===== src/rtl/sram_wr_pkg.sv =====
package sram_wr_pkg;

    typedef enum logic [1:0] {
        ST_IDLE    = 2'd0,
        ST_SETUP   = 2'd1,
        ST_STROBE  = 2'd2,
        ST_RECOVER = 2'd3
    } wr_state_e;

    typedef struct packed {
        logic ce_n;
        logic we_n;
        logic oe_n;
        logic drv;
    } strobe_t;

    localparam strobe_t STROBE_IDLE = '{ce_n: 1'b1, we_n: 1'b1, oe_n: 1'b1, drv: 1'b0};

    // nanosecond minimums per speed grade (slow = 1 selects the slower part)
    function automatic int ns_cycle(bit slow);      return slow ? 45 : 20; endfunction
    function automatic int ns_we_pulse(bit slow);   return slow ? 25 : 14; endfunction
    function automatic int ns_addr_to_end(bit slow); return slow ? 25 : 14; endfunction
    function automatic int ns_ce_to_end(bit slow);  return slow ? 35 : 14; endfunction
    function automatic int ns_data_to_end(bit slow); return slow ? 20 : 13; endfunction
    function automatic int ns_bus_float(bit slow);  return slow ? 20 : 8;  endfunction
    function automatic int ns_addr_setup(bit slow); return slow ? 0  : 0;  endfunction

    function automatic int max2(int a, int b);
        return (a > b) ? a : b;
    endfunction

    // whole clocks covering a delay, never fewer than one
    function automatic int clocks_for(int ns, int period);
        int c;
        c = (ns + period - 1) / period;
        if (c < 1) c = 1;
        return c;
    endfunction

    function automatic int setup_len(bit slow, int period);
        return clocks_for(ns_addr_setup(slow), period);
    endfunction

    function automatic int float_len(bit slow, int period);
        return clocks_for(ns_bus_float(slow), period);
    endfunction

    function automatic int strobe_len(bit slow, int period);
        int s;
        int su;
        su = setup_len(slow, period);
        s  = clocks_for(ns_we_pulse(slow), period);
        s  = max2(s, float_len(slow, period) + clocks_for(ns_data_to_end(slow), period));
        s  = max2(s, clocks_for(ns_addr_to_end(slow), period) - su);
        s  = max2(s, clocks_for(ns_ce_to_end(slow), period) - su);
        return s;
    endfunction

    function automatic int recover_len(bit slow, int period);
        return max2(1, clocks_for(ns_cycle(slow), period)
                       - setup_len(slow, period) - strobe_len(slow, period));
    endfunction

endpackage


===== src/rtl/sram_wr_timer.sv =====
module sram_wr_timer #(
    parameter int CNT_W = 2
) (
    input  logic             clk,
    input  logic             rst,
    input  logic             restart,
    output logic [CNT_W-1:0] cnt,
    output logic [CNT_W-1:0] cnt_nxt
);

    // clocks spent in the current phase; saturates instead of wrapping
    always_comb begin
        if (restart)
            cnt_nxt = '0;
        else if (cnt == {CNT_W{1'b1}})
            cnt_nxt = cnt;
        else
            cnt_nxt = cnt + 1'b1;
    end

    always_ff @(posedge clk) begin
        if (rst)
            cnt <= '0;
        else
            cnt <= cnt_nxt;
    end

endmodule


===== src/rtl/sram_wr_fsm.sv =====
module sram_wr_fsm
    import sram_wr_pkg::*;
#(
    parameter int SETUP_CYC   = 1,
    parameter int STROBE_CYC  = 2,
    parameter int RECOVER_CYC = 1,
    parameter int FLOAT_CYC   = 1,
    parameter int CNT_W       = 2
) (
    input  logic             clk,
    input  logic             rst,
    input  logic             req_valid,
    input  logic [CNT_W-1:0] cnt,
    input  logic [CNT_W-1:0] cnt_nxt,
    output logic             req_ready,
    output logic             accept,
    output logic             restart,
    output strobe_t          strb
);

    wr_state_e state;
    wr_state_e nxt;
    strobe_t   strb_d;
    logic      last_setup;
    logic      last_strobe;
    logic      last_recover;

    assign last_setup   = (cnt == CNT_W'(SETUP_CYC - 1));
    assign last_strobe  = (cnt == CNT_W'(STROBE_CYC - 1));
    assign last_recover = (cnt == CNT_W'(RECOVER_CYC - 1));

    assign req_ready = (state == ST_IDLE) || ((state == ST_RECOVER) && last_recover);
    assign accept    = req_valid && req_ready;

    always_comb begin
        nxt = state;
        unique case (state)
            ST_IDLE:    if (accept) nxt = ST_SETUP;
            ST_SETUP:   if (last_setup) nxt = ST_STROBE;
            ST_STROBE:  if (last_strobe) nxt = ST_RECOVER;
            ST_RECOVER: if (last_recover) nxt = accept ? ST_SETUP : ST_IDLE;
            default:    nxt = ST_IDLE;
        endcase
    end

    assign restart = (nxt != state);

    // strobes are decoded from the next state and registered, so pins never glitch
    always_comb begin
        strb_d.ce_n = (nxt == ST_IDLE);
        strb_d.we_n = (nxt != ST_STROBE);
        strb_d.oe_n = 1'b1;
        strb_d.drv  = ((nxt == ST_STROBE) && (cnt_nxt >= CNT_W'(FLOAT_CYC)))
                    || ((nxt == ST_RECOVER) && (state == ST_STROBE));
    end

    always_ff @(posedge clk) begin
        if (rst) begin
            state <= ST_IDLE;
            strb  <= STROBE_IDLE;
        end else begin
            state <= nxt;
            strb  <= strb_d;
        end
    end

    // the write pulse is always nested inside chip-enable
    a_r3_we_inside_ce: assert property (@(posedge clk) disable iff (rst)
        !strb.we_n |-> !strb.ce_n);

    // chip-enable already low one clock before write-enable falls
    a_r2_ce_leads_we: assert property (@(posedge clk) disable iff (rst)
        $fell(strb.we_n) |-> $past(!strb.ce_n));

    // bus drive only inside an active chip select
    a_r4_drive_inside_ce: assert property (@(posedge clk) disable iff (rst)
        strb.drv |-> !strb.ce_n);

    // drivers never start on the same clock write-enable falls
    a_r4_float_first: assert property (@(posedge clk) disable iff (rst)
        $fell(strb.we_n) |-> !strb.drv);

    // drivers off one clock after the write-enable rise
    a_r5_release_after_rise: assert property (@(posedge clk) disable iff (rst)
        $rose(strb.we_n) |=> !strb.drv);

    // output-enable never asserted
    a_r7_oe_inactive: assert property (@(posedge clk) disable iff (rst)
        strb.oe_n);

    // no handshake while the write pulse is active
    a_r8_busy_in_pulse: assert property (@(posedge clk) disable iff (rst)
        !strb.we_n |-> !req_ready);

endmodule


===== src/rtl/sram_wr_datapath.sv =====
module sram_wr_datapath #(
    parameter int ADDR_W = 15,
    parameter int DATA_W = 8
) (
    input  logic              clk,
    input  logic              rst,
    input  logic              load,
    input  logic [ADDR_W-1:0] in_addr,
    input  logic [DATA_W-1:0] in_data,
    output logic [ADDR_W-1:0] addr_q,
    output logic [DATA_W-1:0] data_q
);

    always_ff @(posedge clk) begin
        if (rst) begin
            addr_q <= '0;
            data_q <= '0;
        end else if (load) begin
            addr_q <= in_addr;
            data_q <= in_data;
        end
    end

endmodule


===== src/rtl/sram_write_ctrl.sv =====
module sram_write_ctrl
    import sram_wr_pkg::*;
#(
    parameter int CLK_PERIOD_NS = 20,
    parameter bit SLOW_GRADE    = 1'b0,
    parameter int ADDR_W        = 15,
    parameter int DATA_W        = 8
) (
    input  logic              clk,
    input  logic              rst,
    input  logic              req_valid,
    output logic              req_ready,
    input  logic [ADDR_W-1:0] req_addr,
    input  logic [DATA_W-1:0] req_data,
    output logic              sram_ce_n,
    output logic              sram_we_n,
    output logic              sram_oe_n,
    output logic [ADDR_W-1:0] sram_addr,
    output logic [DATA_W-1:0] sram_dq_out,
    output logic              sram_dq_oe
);

    localparam int SETUP_CYC   = setup_len(SLOW_GRADE, CLK_PERIOD_NS);
    localparam int STROBE_CYC  = strobe_len(SLOW_GRADE, CLK_PERIOD_NS);
    localparam int RECOVER_CYC = recover_len(SLOW_GRADE, CLK_PERIOD_NS);
    localparam int FLOAT_CYC   = float_len(SLOW_GRADE, CLK_PERIOD_NS);
    localparam int LONGEST     = max2(max2(SETUP_CYC, STROBE_CYC), RECOVER_CYC);
    localparam int CNT_W       = max2(1, $clog2(LONGEST + 1));

    logic             accept;
    logic             restart;
    logic [CNT_W-1:0] cnt;
    logic [CNT_W-1:0] cnt_nxt;
    strobe_t          strb;

    sram_wr_timer #(.CNT_W(CNT_W)) u_timer (
        .clk     (clk),
        .rst     (rst),
        .restart (restart),
        .cnt     (cnt),
        .cnt_nxt (cnt_nxt)
    );

    sram_wr_fsm #(
        .SETUP_CYC   (SETUP_CYC),
        .STROBE_CYC  (STROBE_CYC),
        .RECOVER_CYC (RECOVER_CYC),
        .FLOAT_CYC   (FLOAT_CYC),
        .CNT_W       (CNT_W)
    ) u_fsm (
        .clk       (clk),
        .rst       (rst),
        .req_valid (req_valid),
        .cnt       (cnt),
        .cnt_nxt   (cnt_nxt),
        .req_ready (req_ready),
        .accept    (accept),
        .restart   (restart),
        .strb      (strb)
    );

    sram_wr_datapath #(.ADDR_W(ADDR_W), .DATA_W(DATA_W)) u_datapath (
        .clk     (clk),
        .rst     (rst),
        .load    (accept),
        .in_addr (req_addr),
        .in_data (req_data),
        .addr_q  (sram_addr),
        .data_q  (sram_dq_out)
    );

    assign sram_ce_n  = strb.ce_n;
    assign sram_we_n  = strb.we_n;
    assign sram_oe_n  = strb.oe_n;
    assign sram_dq_oe = strb.drv;

    // address and data frozen across the write pulse
    a_r6_hold_in_pulse: assert property (@(posedge clk) disable iff (rst)
        (!sram_we_n && !$past(sram_we_n)) |-> ($stable(sram_addr) && $stable(sram_dq_out)));

    // nothing on the bus moves while the drivers are on
    a_r6_hold_while_driven: assert property (@(posedge clk) disable iff (rst)
        (sram_dq_oe && $past(sram_dq_oe)) |-> $stable(sram_dq_out));

endmodule


===== config.mk =====
export PLATFORM = sky130hd
export DESIGN_NAME = sram_write_ctrl
export DESIGN_NICKNAME = d
export VERILOG_FILES = /design/src/rtl/sram_wr_pkg.sv /design/src/rtl/sram_wr_timer.sv /design/src/rtl/sram_wr_fsm.sv /design/src/rtl/sram_wr_datapath.sv /design/src/rtl/sram_write_ctrl.sv
export SDC_FILE = /design/constraint.sdc
export NUM_CORES = 1
export LEC_CHECK = 0
export BUFFER_PORTS_ARGS = -buffer_cell sky130_fd_sc_hd__buf_2
export CAP_MARGIN = 20
export CORE_MARGIN = 2
export CORE_UTILIZATION = 45
export DETAILED_ROUTE_END_ITERATION = 8
export PLACE_DENSITY = 0.87
export SLEW_MARGIN = 30
export SYNTH_ARGS = -nofsm -noshare
export SYNTH_HDL_FRONTEND = slang
export SYNTH_HIERARCHICAL = 1
export SYNTH_SLANG_ARGS = --single-unit

===== constraint.sdc =====
create_clock -name clk -period 3.2 [get_ports clk]
set_input_delay 0.16 -clock clk [delete_from_list [all_inputs] [get_ports clk]]
set_output_delay 0.16 -clock clk [all_outputs]
set_load 0.005 [all_outputs]

==> run summary, run 1 <==
Yosys printed 6 warnings. Of the total synthesized cell area, the portion taken by XOR and XNOR cells is less than 1%. Global routing finished with a remaining overflow of 0.

After detailed routing, the average wire length per cell comes to ~12 um. The synthesized netlist net count came out at ~140. The initial antenna violation count was 0. TritonCTS built the clock tree. The iteration count of the initial detailed-routing pass came out at 4. The clock sink count came out at 30. The path class of the tightest hold or removal check is input pin to flop. The clock transition at the register clock pins on the worst setup and hold paths after CTS is roughly 0.090 ns. The cell row count came out at 18. The final routed DRC violation total came out at 0. For this run, the share of the core covered by cells in the final layout is about three fifths. The post-synthesis register bit count came out at 30.

The worst hold path cell count is 2. The proportion of layout cells with a drive suffix above 1 is roughly two fifths. The number of setup violations in the final report is 0. The startpoint identified for the worst hold timing path is req_valid. The netlist area before placement is 1182 um2. The largest fanout on the critical path came out at 23. The wire length of the first global-routing pass is roughly 3900 um. The number of instances in the synthesized netlist is 112. The mean number of vias per cell is approximately 4.8.

Setup repair after global routing left no endpoint under its margin. The synthesized-area fraction occupied by adder cells came out at 0%. The final layout net count is 192. The total die area came out at just over 3000 um2.

The category of the worst setup path capture point is a flop. The share of the synthesized area in compound gates (AO/OA/AOI/OAI) is under 10%. The power density over cell area came out at around 590 nW/um2.

The kind of start point of the critical path is a flop. Net switching is slightly below 30% of the power. The area added between synthesis and finish is 24.44%. The number of hold violations in the final report came to 0. Summed over all nets, the switching power comes to between 200 and 300 uW. The reg-to-reg critical path startpoint is u_fsm/state[0]$_SDFF_PP0_. The synthesized netlist devotes between 10% and 20% of its cell area to simple gates. The count of buffers added by post-CTS timing repair for setup is 0. In this run the vertical extent of the chip is approximately 55 um. The level count of the clock H-tree came out at 2. The routability-driven placement congestion ratio is between 0.8 and 0.9. The initial core utilization is a little under half.

The largest net degree at the start of global routing is 31. The count of pins on the block boundary is 54. The least setup slack across all paths after layout is roughly 1.4 ns.

For the pin with the worst max-slew slack, the measured transition is approximately 0.5 ns. The post-cts hold buffer count came out at 0. The average instance area after synthesis is ~11 um2. The CTS buffer count is 5.

The final antenna-violating net count is 0. Measured along the x axis, the die boundary spans roughly 55 um. The critical path in this run is classified as flop to flop. The insertion delay to the later sink of the worst-skew pair is between 0.3 and 0.4 ns.

The cell sitting at the root of the clock tree is a clkbuf_4. The flow ran to the end, and the final reports show no timing, DRC or antenna violations. The number of cells on the worst reg-to-reg path is 6. The total area inside the core boundary comes to ~2500 um2. The count of final max-slew check failures came out at 0.

The final period demand of the worst path is about 1.8 ns. The total global routing track utilization is between 10% and 20%. The worst pin sits at a relative slew slack of ~66%. The data required time at the worst endpoint is ~3.4 ns.

Before CTS, the worst setup slack after placement is around 1.4 ns. The clock tree buffer depth is 2. In this run the static leakage power is approximately 0.74 nW. On the final layout, the worst hold slack is approximately 0.069 ns. The maximum ir drop on the vdd rail is about 0.32 mV. The achievable clock frequency is ~560 MHz. The relative contribution of the clock network to total power is 22.6%. The sequential group share of total power came out at 51.9%. On the final layout, the worst clock skew is slightly below 0.006 ns. Cell internal power was estimated by the tool at a little over 600 uW.

The via total after detailed routing is 948. The tool flagged a number of max-cap violations equal to 0. The part of the cycle the worst path needs came out at a little under three fifths.

The slack of the worst reg-to-reg path is approximately 1.4 ns. By area, the combinational part of the netlist is dominated by multiplexers. After synthesis, the netlist uses 25 different library cells. The number of global-route vias before repair is a little over 900. The total negative slack came out at 0 ns. The share of the yosys chip area belonging to registers is 50.79%. The combinational share of power is approximately a quarter. The total power draw came out at a little under 900 uW. The path with the worst hold slack has its endpoint at u_fsm/strb[3]$_SDFF_PP1_. After synthesis, the share of cell area in mux cells is 19.47%. The routed design has between 2000 and 2500 um of wire. At the worst endpoint, the arrival time is just under 2 ns. The number of antenna diodes came out at 0. The count of buffers from port buffering is 52. In this run the critical register-to-register path is captured at u_datapath/addr_q[0]$_SDFFE_PP0P_.

The estimated wirelength of the detail-placed design came out at 1767 um. Gates resized during post-CTS repair numbered 0. The violation count after the first detailed-routing iteration came out at 8.
cells by family after synthesis:
logic type	after synthesis
buffers and inverters	7
muxes	23
xor gates and xnor gates	1
other	1
AOI/OAI and AO/OA	10
DFF	30
and+or+nand+nor	40
how the worst max path moves through the flow:
stage / start / end / slack [ns] / cells past startpoint
detailed placement: u_timer/cnt[1]$_SDFF_PP0_ / u_datapath/data_q[7]$_SDFFE_PP0P_ / 1.42 / 6
CTS: u_fsm/state[0]$_SDFF_PP0_ / u_datapath/addr_q[12]$_SDFFE_PP0P_ / 1.39 / 6
global placement: u_timer/cnt[1]$_SDFF_PP0_ / u_datapath/addr_q[14]$_SDFFE_PP0P_ / 1.55 / 6
finish: u_fsm/state[0]$_SDFF_PP0_ / u_datapath/addr_q[0]$_SDFFE_PP0P_ / 1.41 / 6
global route: u_fsm/state[0]$_SDFF_PP0_ / u_datapath/addr_q[6]$_SDFFE_PP0P_ / 1.22 / 6
floorplan: u_timer/cnt[1]$_SDFF_PP0_ / u_datapath/addr_q[0]$_SDFFE_PP0P_ / 1.70 / 7
routing by layer:
metal / wire (um) / GRT usage (%) / vias to the layer above
met5: 0 / 0 / -
met4: 51 / 7.666 / 0
met3: 125 / 6.323 / 7
met2: 1214 / 28.74 / 24
met1: 935 / 16.22 / 440
li1: - / - / 477
placed cells by master, fill, tap and decap left out, types with 2 or more instances in the layout:
master,count
mux2i_1,23
buf_2,52
nor3_2,2
clkinv_2,2
a21oi_1,3
nor2_1,27
nand2_1,2
dfxtp_1,30
nor2b_1,2
o21bai_1,2
clkbuf_4,5
o21ai_1,2
nor2b_2,2
critical path, cell delays in order, from the launching register on:
cell,delay (ns)
dfxtp_1,0.41
nor3b_2,0.30
a21oi_1,0.16
nor2b_2,0.12
buf_4,0.35
mux2i_1,0.26
nor2_1,0.06
power groups by stage:
stage / logic (mW) / clock network, mW / registers [mW]
2_1_floorplan: 0.164 / 0 / 0.458
3_3_place_gp: 0.214 / 0 / 0.454
3_5_place_dp: 0.222 / 0 / 0.458
4_1_cts: 0.222 / 0.208 / 0.450
5_1_grt: 0.243 / 0.222 / 0.455
6_report: 0.220 / 0.196 / 0.449
synth_stat cells:
cell type | number | area [um2]
a31oi_1 | 1 | 6.260
nor3b_2 | 1 | 12.51
o21ai_1 | 2 | 10.01
nor2_2 | 1 | 6.260
o31ai_1 | 1 | 7.510
nor3_2 | 2 | 20.02
mux2i_1 | 23 | 230.2
a21oi_1 | 3 | 15.01
inv_1 | 1 | 3.750
o21bai_1 | 2 | 15.01
buf_6 | 1 | 11.26
buf_4 | 1 | 7.510
and2_1 | 1 | 6.260
nor2b_2 | 1 | 8.760
nor2b_4 | 1 | 13.76
conb_1 | 1 | 3.750
o21ai_0 | 1 | 5.000
nor2_1 | 27 | 101.4
nor4b_2 | 1 | 15.01
xnor2_1 | 1 | 8.760
nand2_1 | 2 | 7.510
buf_12 | 2 | 40.04
dfxtp_1 | 30 | 600.6
nor2b_1 | 3 | 18.77
clkbuf_1 | 2 | 7.510
final cells by class:
class / count / area (um2)
fill: 223 / 1006
sequential: 30 / 600.6
multi-input combinational: 75 / 514.2
timing repair buffer: 53 / 267.8
clock buffer: 5 / 37.54
tap: 30 / 37.54
clock inverter: 2 / 10.01
inverter: 1 / 3.754
through the flow:
step,area [um2],cells
after floorplan,1182,112
after global placement,1424,189
after detailed placement,1424,189
after CTS,1471,196
after global routing,1471,196
final,1471,196
flip-flops by register name, indices dropped and copies added (netlist names):
register,flops
u_fsm/state,2
u_timer/cnt,2
u_datapath/addr_q,15
u_fsm/strb,3
u_datapath/data_q,8
(Power assumes the default switching activity.)
==> run 2, diff against run 1 <==
--- a/config.mk
+++ b/config.mk
@@ -8,9 +8,9 @@
 export BUFFER_PORTS_ARGS = -buffer_cell sky130_fd_sc_hd__buf_2
 export CAP_MARGIN = 20
 export CORE_MARGIN = 2
-export CORE_UTILIZATION = 45
+export CORE_UTILIZATION = 41
 export DETAILED_ROUTE_END_ITERATION = 8
-export PLACE_DENSITY = 0.87
+export PLACE_DENSITY = 0.84
 export SLEW_MARGIN = 30
 export SYNTH_ARGS = -nofsm -noshare
 export SYNTH_HDL_FRONTEND = slang
==> constraint.sdc (replaced) <==
create_clock -name clk -period 1.47 [get_ports clk]
set_input_delay 0.0735 -clock clk [delete_from_list [all_inputs] [get_ports clk]]
set_output_delay 0.0735 -clock clk [all_outputs]
set_load 0.005 [all_outputs]
==> run 2 against run 1 <==
The run now ends with setup timing left; sequential power grew 120%; first-iteration DRC count grew to 4.1 times the previous value; die area grew 9.0%; via count grew 19%; clock-buffer cell count grew 2; cell count grew 19%; sequential cell count is the same; hold slack lost 0.062 ns.
==> run summary, run 2 (synthesis gave the netlist of run 1 again) <==
The iteration count of the initial detailed-routing pass came out at 4 (unchanged). The flow ran to the end, but the final reports show violations. The count of pins on the block boundary is 54 (unchanged). The total power draw is 2.276 mW (+160%). The checks that failed: setup timing.

The slowest stage of the critical path is the dfxtp_4 cell. The post-place setup slack is -0.04507 ns (-1.461 ns). The estimated wirelength of the detail-placed design was 1771 um (+0.21%).

The via total after detailed routing came to 1127 (+19%). The violation count after the first detailed-routing iteration came to 33 (+25). The slack of the worst reg-to-reg path came out at -0.08 ns (-1.49 ns).

The largest fanout on the critical path came out at 6 (-74%). The post-detailed-route wirelength per cell is 14.13 um (+19%). The total of fill cells in the finished design came out at 220 (-1.3%). The setup path with the least slack is of type flop to flop. The worst hold path cell count came out at 3 (+1).

The startpoint identified for the worst hold timing path is req_data[7]. The arrival time at the worst endpoint is 1.74 ns (-0.24 ns). The insertion delay to the later sink of the worst-skew pair came out at 0.32 ns (about the same).

The initial core utilization came out at 42.88% (-4.9 points). The largest registers in the layout are u_datapath/addr_q (15), u_datapath/data_q (8), u_fsm/strb (3). The flip-flop count of the largest register, all copies and words added is 15 (unchanged). The number of global-route vias before repair is 1111 (+23%). The headroom to the max-slew limit came out at 63.37% (-2.4 points). The area after detailed placement is 1486 um2 (+4.4%).

The number of antenna diodes came out at 0 (unchanged). The maximum single-stage delay on the critical path is 0.37 ns (-0.04 ns). The library cell used most frequently in the layout, excluding fill and tap cells, is buf_2. The final antenna-violating net count is 0 (unchanged). The maximum ir drop on the vdd rail was 0.8834 mV (+180%). The signal on the critical path passes through nor3b_4 > a21oi_2 > nor2b_4 > buf_6 > clkbuf_16 > mux2i_1 > nor2_1. The number of hold violations in the final report came out at 0 (unchanged). The number of cells on the worst reg-to-reg path is 7 (+1).

The final routed DRC violation total was 0 (unchanged). The total core area was 2758 um2 (+11%). The clock sink count came out at 30 (unchanged). The CTS buffer count was 5 (unchanged). The final instance area came to 1932 um2 (+31%). Ranked by flip-flop count, first place goes to u_datapath/addr_q. The least setup slack across all paths after layout came to -0.07750 ns (-1.488 ns).

The mean number of vias per cell was 4.837 (about the same). The y dimension of the die came to 57.70 um (+4.4%). The maximum clock skew at final layout is 0.007039 ns (+0.001082 ns). Leaving out fill and tap cells, the most frequent cells in the layout are 52 x buf_2, 27 x dfxtp_1, 24 x nor2_1. The kind of start point of the critical path is a flop.

The power density over cell area is 1178 nW/um2 (+100%). The count of final max-slew check failures is 0 (unchanged). The wire length of the first global-routing pass came out at 4774 um (+23%). The overflow left after global routing is 0 (unchanged).

The cell count after placement came out at 195 (+3.2%). The clock transition at the register clock pins on the worst setup and hold paths after CTS is 0.09 ns (about the same). The final non-filler cell total is 233 (+19%). The reg-to-reg critical path startpoint is u_fsm/state[0]$_SDFF_PP0_.

The count of buffers from port buffering came to 52 (unchanged). The total die area is 3329 um2 (+9.0%). The type of the tightest min-delay check is input pin to flop. The endpoint identified for the worst register-to-register timing path is u_datapath/data_q[0]$_SDFFE_PP0P_.

The achievable clock frequency was 646.2 MHz (+16%). The area added between synthesis and finish came out at 63.39%. CTS placed an instance of clkbuf_4 at the clock tree root. The hold path endpoint is u_datapath/data_q[7]$_SDFFE_PP0P_. The cell row count is 19 (+1).

The total global routing track utilization is 19.07% (+3.0 points). The clock tree buffer depth is 2 (unchanged). The level count of the clock H-tree is 2 (unchanged).

The number of setup violations in the final report is 3 (+3). The largest net degree at the start of global routing is 31 (unchanged). The data required time at the worst endpoint came to 1.67 ns (-1.72 ns). The total detailed-routing wirelength is 3292 um (+41%). The routability-driven placement congestion ratio is 0.7257 (-14%).

The part of the cycle the worst path needs is 105.3% (+49 points). Setup repair after global routing could not meet its margin everywhere. The initial antenna violation count is 0 (unchanged). The worst setup path is captured at a flop. The final period demand of the worst path came out at 1.547 ns (-0.2417 ns). The count of max-cap constraint violations is 0 (unchanged). The proportion of layout cells with a drive suffix above 1 is 45.54% (+4.6 points). The final layout net count came out at 227 (+18%). The cell leakage power came out at 0.9311 nW (+26%). The width of the chip came to 57.70 um (+4.4%). The TritonCTS clock tree is done. The transition at the pin with the smallest max-transition slack came out at 0.5495 ns (+0.03565 ns).
[run 2: cell types whose count changed in the layout (fill, tap and decap cells not counted), sizes merged]
cell / previous run / this run
buf: 53 / 63
clkbuf: 5 / 9
clkinv: 2 / 1
dlygate4sd3: 0 / 23
[run 2: metal layers]
metal	vias to the layer above	GRT usage [%]	wire length, um
li1	551	-	-
met1	535	19.13	1249
met2	35	35.88	1831
met3	6	6.027	158
met4	0	7.973	52
met5	-	0	0
[run 2: worst max-delay path by stage]
stage                                         end  depth (start not counted)                      start
2_1_floorplan   u_datapath/addr_q[0]$_SDFFE_PP0P_                          7  u_timer/cnt[1]$_SDFF_PP0_
3_3_place_gp    u_datapath/addr_q[3]$_SDFFE_PP0P_                          6  u_fsm/state[0]$_SDFF_PP0_
3_5_place_dp   u_datapath/addr_q[10]$_SDFFE_PP0P_                          6  u_fsm/state[0]$_SDFF_PP0_
4_1_cts        u_datapath/addr_q[10]$_SDFFE_PP0P_                          7  u_fsm/state[0]$_SDFF_PP0_
5_1_grt         u_datapath/data_q[0]$_SDFFE_PP0P_                          7  u_fsm/state[0]$_SDFF_PP0_
6_report        u_datapath/data_q[0]$_SDFFE_PP0P_                          7  u_fsm/state[0]$_SDFF_PP0_
[run 2: critical path: cells and delay by family (launching register included)]
family                 cells  cell delay, ns
AO/OA/AOI/OAI              1            0.11
buffers and inverters      2            0.28
flip-flops                 1            0.37
multiplexers               1            0.25
AND/OR/NAND/NOR            3            0.42
[run 2: final cells by class]
cell class / instances / area (um2) / area share, %
inverters: 1 / 3.754 / 0.1943
flip-flops and latches: 30 / 606.8 / 31.41
well taps: 31 / 38.79 / 2.008
repair buffers: 88 / 663.1 / 34.33
clock inverters: 1 / 5.005 / 0.2591
multi-input cells: 75 / 559.3 / 28.95
clock buffers: 7 / 55.05 / 2.850
[run 2: through the flow]
step	utilization [%]	setup TNS, ns	hold WS (ns)
finish	70.05	-0.1181	0.006826
global route	70.05	-1.362	0.01958
CTS	66.20	-0.5738	0.003912
detailed placement	53.90	-0.5674	0.3157
global placement	53.90	0	0.3068
floorplan	-	0	0.1370
[run 2: report_power, final]
part           switching, mW  total (mW)  leakage, nW  internal [mW]
Combinational          0.338       0.797        0.648          0.458
Sequential            0.0636       0.977        0.248          0.913
Clock                  0.271       0.502       0.0353          0.231
Total                  0.673        2.28        0.931           1.60
[run 2: what timing repair did]
item | 4_1_cts | 5_1_grt
setup endpoints to repair | 24 | 25
buffers inserted | 2 | 2
pin swaps | 0 | 5
gates cloned | 1 | 2
hold buffers | 23 | 0
resized for setup | 1 | 15
endpoints found under the hold margin | 23 | 0
